--- src/rtl/otp_seq_pkg.sv ---
package otp_seq_pkg;
  typedef enum logic [3:0] {
    ST_IDLE, ST_ADDR, ST_DATA, ST_CTRL, ST_HVON,
    ST_PLO, ST_PHI, ST_HVOFF, ST_VFY, ST_DONE
  } seq_state_t;
endpackage

--- src/rtl/seq_timer.sv ---
module seq_timer #(
  parameter int W = 4
) (
  input  logic         clk,
  input  logic         rst_n,
  input  logic         load,
  input  logic [W-1:0] load_val,
  output logic         zero
);
  logic [W-1:0] cnt;
  always_ff @(posedge clk or negedge rst_n) begin
    if (!rst_n)          cnt <= '0;
    else if (load)       cnt <= load_val;
    else if (cnt != '0)  cnt <= cnt - 1'b1;
  end
  assign zero = (cnt == '0);
endmodule

--- src/rtl/pulse_tally.sv ---
module pulse_tally #(
  parameter int N = 5
) (
  input  logic clk,
  input  logic rst_n,
  input  logic clr,
  input  logic inc,
  output logic last
);
  localparam int CW = $clog2(N + 1);
  logic [CW-1:0] cnt;
  always_ff @(posedge clk or negedge rst_n) begin
    if (!rst_n)    cnt <= '0;
    else if (clr)  cnt <= '0;
    else if (inc)  cnt <= cnt + 1'b1;
  end
  assign last = (cnt == CW'(N - 1));
endmodule

--- src/rtl/vfy_cmp.sv ---
module vfy_cmp #(
  parameter int DW = 8
) (
  input  logic          clk,
  input  logic          rst_n,
  input  logic          capture,
  input  logic [DW-1:0] expected,
  input  logic [DW-1:0] observed,
  output logic          mismatch
);
  always_ff @(posedge clk or negedge rst_n) begin
    if (!rst_n)        mismatch <= 1'b0;
    else if (capture)  mismatch <= (expected != observed);
  end
endmodule

--- src/rtl/otp_prog_seq.sv ---
module otp_prog_seq
  import otp_seq_pkg::*;
#(
  parameter int AW         = 12,
  parameter int DW         = 8,
  parameter int SETUP_CYC  = 2,
  parameter int HOLD_CYC   = 2,
  parameter int PULSE_LO   = 3,
  parameter int PULSE_HI   = 2,
  parameter int NUM_PULSES = 5
) (
  input  logic          clk,
  input  logic          rst_n,
  input  logic          in_valid,
  output logic          in_ready,
  input  logic [AW-1:0] in_addr,
  input  logic [DW-1:0] in_data,
  output logic [7:0]    dev_addr_lo,
  output logic [AW-9:0] dev_addr_hi,
  output logic [DW-1:0] dev_data_out,
  output logic          dev_data_oe,
  input  logic [DW-1:0] dev_data_in,
  output logic          dev_pgm_en,
  output logic          dev_hv_en,
  output logic          dev_strobe_n,
  output logic          dev_chk_en,
  output logic          done,
  output logic          fail,
  output logic          sticky_err
);
  localparam int M1   = (SETUP_CYC > HOLD_CYC) ? SETUP_CYC : HOLD_CYC;
  localparam int M2   = (PULSE_LO > PULSE_HI) ? PULSE_LO : PULSE_HI;
  localparam int MAXD = (M1 > M2) ? M1 : M2;
  localparam int TW   = $clog2(MAXD + 1);
  localparam logic [TW-1:0] T_SETUP = TW'(SETUP_CYC - 1);
  localparam logic [TW-1:0] T_HOLD  = TW'(HOLD_CYC - 1);
  localparam logic [TW-1:0] T_LO    = TW'(PULSE_LO - 1);
  localparam logic [TW-1:0] T_HI    = TW'(PULSE_HI - 1);

  seq_state_t state, nxt;
  logic [AW-1:0] addr_q;
  logic [DW-1:0] data_q;
  logic          t_load, t_zero, p_clr, p_inc, p_last, cap, mism;
  logic [TW-1:0] t_val;

  seq_timer #(.W(TW)) u_timer (
    .clk(clk), .rst_n(rst_n), .load(t_load), .load_val(t_val), .zero(t_zero)
  );

  pulse_tally #(.N(NUM_PULSES)) u_tally (
    .clk(clk), .rst_n(rst_n), .clr(p_clr), .inc(p_inc), .last(p_last)
  );

  vfy_cmp #(.DW(DW)) u_cmp (
    .clk(clk), .rst_n(rst_n), .capture(cap),
    .expected(data_q), .observed(dev_data_in), .mismatch(mism)
  );

  always_comb begin
    nxt    = state;
    t_load = 1'b0;
    t_val  = T_SETUP;
    p_clr  = 1'b0;
    p_inc  = 1'b0;
    cap    = 1'b0;
    case (state)
      ST_IDLE:  if (in_valid) begin nxt = ST_ADDR; t_load = 1'b1; p_clr = 1'b1; end
      ST_ADDR:  if (t_zero) begin nxt = ST_DATA; t_load = 1'b1; end
      ST_DATA:  if (t_zero) begin nxt = ST_CTRL; t_load = 1'b1; end
      ST_CTRL:  if (t_zero) begin nxt = ST_HVON; t_load = 1'b1; end
      ST_HVON:  if (t_zero) begin nxt = ST_PLO; t_load = 1'b1; t_val = T_LO; end
      ST_PLO:   if (t_zero) begin nxt = ST_PHI; t_load = 1'b1; t_val = T_HI; end
      ST_PHI:   if (t_zero) begin
                  t_load = 1'b1;
                  if (p_last) begin nxt = ST_HVOFF; t_val = T_HOLD; end
                  else begin nxt = ST_PLO; t_val = T_LO; p_inc = 1'b1; end
                end
      ST_HVOFF: if (t_zero) begin nxt = ST_VFY; t_load = 1'b1; end
      ST_VFY:   if (t_zero) begin nxt = ST_DONE; cap = 1'b1; end
      ST_DONE:  nxt = ST_IDLE;
      default:  nxt = ST_IDLE;
    endcase
  end

  always_ff @(posedge clk or negedge rst_n) begin
    if (!rst_n) begin
      state      <= ST_IDLE;
      addr_q     <= '0;
      data_q     <= '0;
      sticky_err <= 1'b0;
    end else begin
      state <= nxt;
      if (state == ST_IDLE && in_valid) begin
        addr_q <= in_addr;
        data_q <= in_data;
      end
      if (state == ST_DONE && mism) sticky_err <= 1'b1;
    end
  end

  assign in_ready     = (state == ST_IDLE);
  assign dev_addr_lo  = addr_q[7:0];
  assign dev_addr_hi  = addr_q[AW-1:8];
  assign dev_data_out = data_q;
  assign dev_data_oe  = (state inside {ST_DATA, ST_CTRL, ST_HVON, ST_PLO, ST_PHI});
  assign dev_pgm_en   = (state inside {ST_CTRL, ST_HVON, ST_PLO, ST_PHI});
  assign dev_hv_en    = (state inside {ST_HVON, ST_PLO, ST_PHI});
  assign dev_strobe_n = (state != ST_PLO);
  assign dev_chk_en   = (state == ST_VFY);
  assign done         = (state == ST_DONE);
  assign fail         = (state == ST_DONE) && mism;
endmodule

--- config.mk ---
export PLATFORM = sky130hd
export DESIGN_NAME = otp_prog_seq
export DESIGN_NICKNAME = d
export VERILOG_FILES = /design/src/rtl/otp_seq_pkg.sv /design/src/rtl/seq_timer.sv /design/src/rtl/pulse_tally.sv /design/src/rtl/vfy_cmp.sv /design/src/rtl/otp_prog_seq.sv
export SDC_FILE = /design/constraint.sdc
export NUM_CORES = 1
export LEC_CHECK = 0
export ABC_AREA = 1
export CAP_MARGIN = 10
export CORE_MARGIN = 2
export CORE_UTILIZATION = 35
export CTS_CLUSTER_SIZE = 8
export DETAILED_ROUTE_END_ITERATION = 10
export DONT_BUFFER_PORTS = 1
export MAX_ROUTING_LAYER = met4
export PLACE_DENSITY = 0.59
export SLEW_MARGIN = 20
export SYNTH_ARGS = -nofsm -noshare
export SYNTH_HDL_FRONTEND = slang
export SYNTH_HIERARCHICAL = 1
export SYNTH_SLANG_ARGS = --single-unit
--- constraint.sdc ---
create_clock -name clk -period 3 [get_ports clk]
set_clock_uncertainty 0.1 [all_clocks]
set_input_delay 0.6 -clock clk [delete_from_list [all_inputs] [get_ports clk]]
set_output_delay 0.6 -clock clk [all_outputs]
set_load 0.03 [all_outputs]
* Word level (Yosys, flattened, before mapping)
Index checks and enable logic that the tools add are counted.
Word-level totals: flip-flop bits (word level) 31, word-level logic and storage cells 69, output and inout bits 29
Cells by class: add/subtract/negate cells 2, equal/unequal tests 21, reduce and logical (&&, ||, !) cells 12, multiplexer cells 27
Operators by type and width (count):
- two-way mux 4 bit | 9
- one-hot mux 4 bit (9 select lines) | 1
- equality test 4 x 3 -> 1 bit (second input constant) | 4
- != test 2 bit (second input constant) | 8
- two-way mux 2 bit | 6
- AND reduction 9 bit | 1
- equality test 4 x 2 -> 1 bit (second input constant) | 2
- equality test 4 bit (second input constant) | 2
- != test 8 bit | 1
- two-way mux 1 bit | 7
- OR reduction 7 bit | 1
- two-way mux 3 bit | 2
- nonzero test 2 bit | 3
- nonzero test 5 bit | 1
- equality test 4 x 1 -> 1 bit (second input constant) | 1
- zero test 4 bit | 1
- != test 4 x 3 -> 1 bit (second input constant) | 1
- one-hot mux 2 bit (2 select lines) | 1
- nonzero test 4 bit | 1
- adder 3 x 1 -> 3 bit (second input constant) | 1
- equality test 3 bit (second input constant) | 1
- nonzero test 3 bit | 1
- logical AND 1 bit | 2
- zero test 2 bit | 1
- other kinds (3) | 3

* Depth between registers and ports, before layout
word-level depth 6, gate-level depth with buffers 11

* Hierarchy
Netlist, hierarchy kept.
By module, submodules not included:
- otp_prog_seq | instances 1, cells each 147, area an instance 1171.1 um2
- vfy_cmp | instances 1, cells each 41, area an instance 186.4 um2
- pulse_tally | instances 1, cells each 20, area an instance 170.2 um2
- seq_timer | instances 1, cells each 17, area an instance 120.1 um2

* Worst setup path before layout
Ideal clock, no wire load.
kind reg2out, start point reg state[3], end point out dev_data_oe, required time 2.300 ns, data arrival time 1.369 ns, path slack 0.931 ns, stages on the path, launching flop included 4, path buffers 0, cells stage by stage dfrtp_1 > nor2_4 > inv_1 > o21ai_0
Between the ends: cells in the longest elaborated chain, start to end 2
Ends and longest elaborated chain:
- from (decl) | RTL line otp_prog_seq.sv:40 | seq_state_t state, nxt;
- from (signal assigned) | RTL line otp_prog_seq.sv:92 | state <= nxt;
- equality test 4 x 2 -> 1 bit or equality test 4 x 3 -> 1 bit (tied branches) | RTL line otp_prog_seq.sv:105 | assign dev_data_oe = (state inside {ST_DATA, ST_CTRL, ST_HVON, ST_PLO, ST_PHI});
- nonzero test 5 bit * | RTL line otp_prog_seq.sv:105
- to (decl) | RTL line otp_prog_seq.sv:21 | output logic dev_data_oe,
Mark *: on every way between the ends. The rest lies on a longest branch, timed or not.

* Worst setup path after layout
start point reg state[0], end point out fail
Between the ends: cells in the longest elaborated chain, start to end 2
Ends and longest elaborated chain:
- equality test 4 bit
- named net done | RTL line otp_prog_seq.sv:27 | output logic done,
- logical AND 1 bit | RTL line otp_prog_seq.sv:111 | assign fail = (state == ST_DONE) && mism;
- to (decl) | RTL line otp_prog_seq.sv:28 | output logic fail,
The timed path passes the listed nets, and every way through them passes these cells.

==> results.md <==
* DRC viols at 0
* Number of top-level pins at 60
* Core area at 4440 um2
* # H-tree levels at 2
* GRT Total Usage at 0.146
* Cell Rows at 24
* Syn Nets at 259
* Max rail drop VDD at 0.000540 V
* Status: complete, no violations
* Pin count of the biggest net entering global routing at 32
* TritonCTS clock tree: done
* Longest Clk Path Bufs at 2
* Die Y at 72.6 um
* Pre-Repair DR Iteration Count at 4
* Compound-Gate Fraction of Synth Area at 0.0326
* CP endpoint kind: output pin
* Total wire length at 3270 um
* Setup Fix Bufs, Post-CTS at 0
* Sequential share of the synthesized area at 0.471
* CP max FO at 7
* Clk slew on worst S/H paths at 0.06 ns
* #FFs+latches synth at 31
* Nets@finish at 264
* Critical Path AT at 1.75 ns
* Worst slack, placed at 0.850 ns
* Synth unique cells at 21
* Post-synthesis simple-gate area fraction at 0.376
* DIE AREA at 5270 um2
* Register area at 776 um2
* Routed vias/inst at 4.69
* Leak at 1.02 nW
* Gp weighted congestion at 0.855
* Finished Layout Cells at 283
* Clock tree sinks at 31
* Final Critical Period at 2.45 ns
* Largest family of logic cells by synthesized area: simple AND/OR/NAND/NOR gates
* Drt wl/cell at 11.6 um
* Synth Area per Inst at 7.32 um2
* Final period util at 0.816
* Adder-cell share of the synthesized area at 0.0228
* Hold Crit Class: input pin to asynchronous set/reset pin
* Layout cells sized above 1 at 0.0866
* Die width at 72.6 um
* Post-Syn Instances at 225
* Area grow syn2layout at 9.72%
* Vias in the first global route at 1353
* Maximum clock rate at 408 MHz
* Fin Setup TNS at 0 ns
* Core Util, Final at 0.407
* Worst Tran Pin Value at 0.656 ns
* Starting Density at 0.371
* # diodes at 0
* Num CTS Buffers at 5
* Antenna viol nets, final at 0
* Clk Latency, worst-skew pair at 0.28 ns
* Post-synthesis mux area share at 0
* Total grt overflow at 0
* Dpl cells at 274
* Worst hold slack at 0.0414 ns
* Initial DRC count at 65
* Setup crit start kind: flop
* Final WS setup at 0.551 ns
* Final setup viols at 0
* Final hold vios at 0
* Filler Cells Inserted at 474
* Initial antenna violation count at 0
* Multi-input logic area at 719 um2
* First-pass GRT wire length at 5780 um
* Port bufs at 0
* Clk root buf: clkbuf_8
* Worst EP required at 2.30 ns
* Vias at 1327
* Max-slew violation count at 0
* Synth warn at 6
* Area of the mapped netlist at 1650 um2
* Worst rel slew slack at 0.560
* Power per cell area at 1160 nW/um2
* Worst Setup Path Type: flop to output pin
* Post-DP HPWL at 2410 um
* RSZ-0062 raised after global routing: false
* Post-Synth XOR/XNOR Area at 0.00532
* Max cap viols at 0
==> layout make-up <==
cell class | instances | area share
Clock buffer | 8 | 0.0554
Inverter | 32 | 0.0664
Multi-Input combinational cell | 158 | 0.398
Sequential cell | 31 | 0.429
Tap cell | 52 | 0.0360
Timing Repair Buffer | 2 | 0.0152
==> where the power goes <==
| part | total (mW) | leakage, nW | switching, mW | internal (mW) |
|---|---|---|---|---|
| clock | 0.356 | 0.0515 | 0.147 | 0.209 |
| sequential | 1.00 | 0.384 | 0.413 | 0.586 |
| combinational | 0.742 | 0.588 | 0.503 | 0.239 |
==> stage by stage <==
| step | instance area (um2) | total power, mW |
|---|---|---|
| detailed placement | 1690 | 1.75 |
| global placement | 1690 | 1.74 |
| finish | 1810 | 2.10 |
| CTS | 1810 | 2.13 |
| global route | 1810 | 2.30 |
| floorplan | 1650 | 1.61 |
==> logic make-up (layout without fill, tap and decap cells) <==
logic type	after synthesis	count (layout)
XOR/XNOR	1	1
flip-flops	31	31
buffers and inverters	36	42
AND/OR/NAND/NOR	144	144
adder cells (fa/ha/maj)	3	3
AO/OA/AOI/OAI	10	10
==> synthesized netlist by cell type <==
cell type / n / area (um2)
nor2_4: 3 / 33.8
nand3_2: 1 / 10.0
nor2_1: 12 / 45.0
o21ai_2: 1 / 8.76
nand3_1: 11 / 55.1
inv_1: 31 / 116
inv_2: 1 / 3.75
and3_1: 1 / 6.26
buf_6: 2 / 22.5
o21ai_1: 3 / 15.0
nand2_1: 107 / 402
dfrtp_1: 31 / 776
o21ai_0: 4 / 20.0
a21oi_1: 2 / 10.0
nand2_2: 2 / 12.5
buf_2: 2 / 10.0
ha_1: 3 / 37.5
nand4_1: 4 / 25.0
xnor2_1: 1 / 8.76
nor2_2: 2 / 12.5
nand3_4: 1 / 17.5
==> registers in the layout (all words and copies together), names as in the netlist <==
signal          cells
u_tally/cnt         3
u_cmp/mismatch      1
addr_q             12
sticky_err          1
state               4
dev_data_out        8
u_timer/cnt         2
==> critical path, stage by stage, from the launching register on <==
cell and delay (ns):
dfrtp_1 0.47, inv_1 0.08, nor2_1 0.17, and3_1 0.40
nand2_1 0.12, inv_1 0.23
==> worst paths after layout <==
| check | from | endpoint | slack (ns) | depth (start not counted) |
|---|---|---|---|---|
| hold / removal | rst_n | addr_q[7] | 0.04 | 1 |
| setup reg to reg | state[0] | u_cmp/mismatch | 1.02 | 10 |
| setup / recovery | state[0] | fail | 0.55 | 5 |
| hold reg to reg | u_timer/cnt[1] | u_timer/cnt[1] | 0.43 | 2 |
| min in group clk | in_data[7] | dev_data_out[7] | 0.33 | 2 |
| max in group asynchronous | rst_n | addr_q[0] | 2.59 | 1 |
==> placed cells by master, fill, tap and decap left out <==
cell type / Yosys / final
inv_2: 1 / 1
o21ai_0: 4 / 4
nand3_2: 1 / 1
nor2_4: 3 / 3
nand3_1: 11 / 11
buf_12: 0 / 1
buf_4: 0 / 1
nand2_2: 2 / 2
nor2_1: 12 / 12
inv_1: 31 / 31
nand3_4: 1 / 1
xnor2_1: 1 / 1
dfrtp_1: 31 / 31
a21oi_1: 2 / 2
o21ai_2: 1 / 1
nand2_1: 107 / 107
and3_1: 1 / 1
clkbuf_8: 0 / 7
clkbuf_1: 0 / 1
o21ai_1: 3 / 3
ha_1: 3 / 3
nand4_1: 4 / 4
nor2_2: 2 / 2
==> repair_timing <==
item | 4_1_cts | 5_1_grt
hold endpoints to repair | 31 | 0
gates resized for setup | 0 | 0
hold buffers | 1 | 0
setup endpoints to repair | 0 | 0
==> routing by layer <==
metal | GRT usage | vias to the layer above | wire, um | share of wire
li1 | - | 685 | - | -
met2 | 0.220 | 54 | 1390 | 0.42
met3 | 0.0580 | 6 | 318 | 0.097
met5 | - | - | 0 | 0
met1 | 0.178 | 582 | 1510 | 0.46
met4 | 0.0494 | 0 | 51 | 0.016
Note: power is estimated with default switching activity, not from simulation.
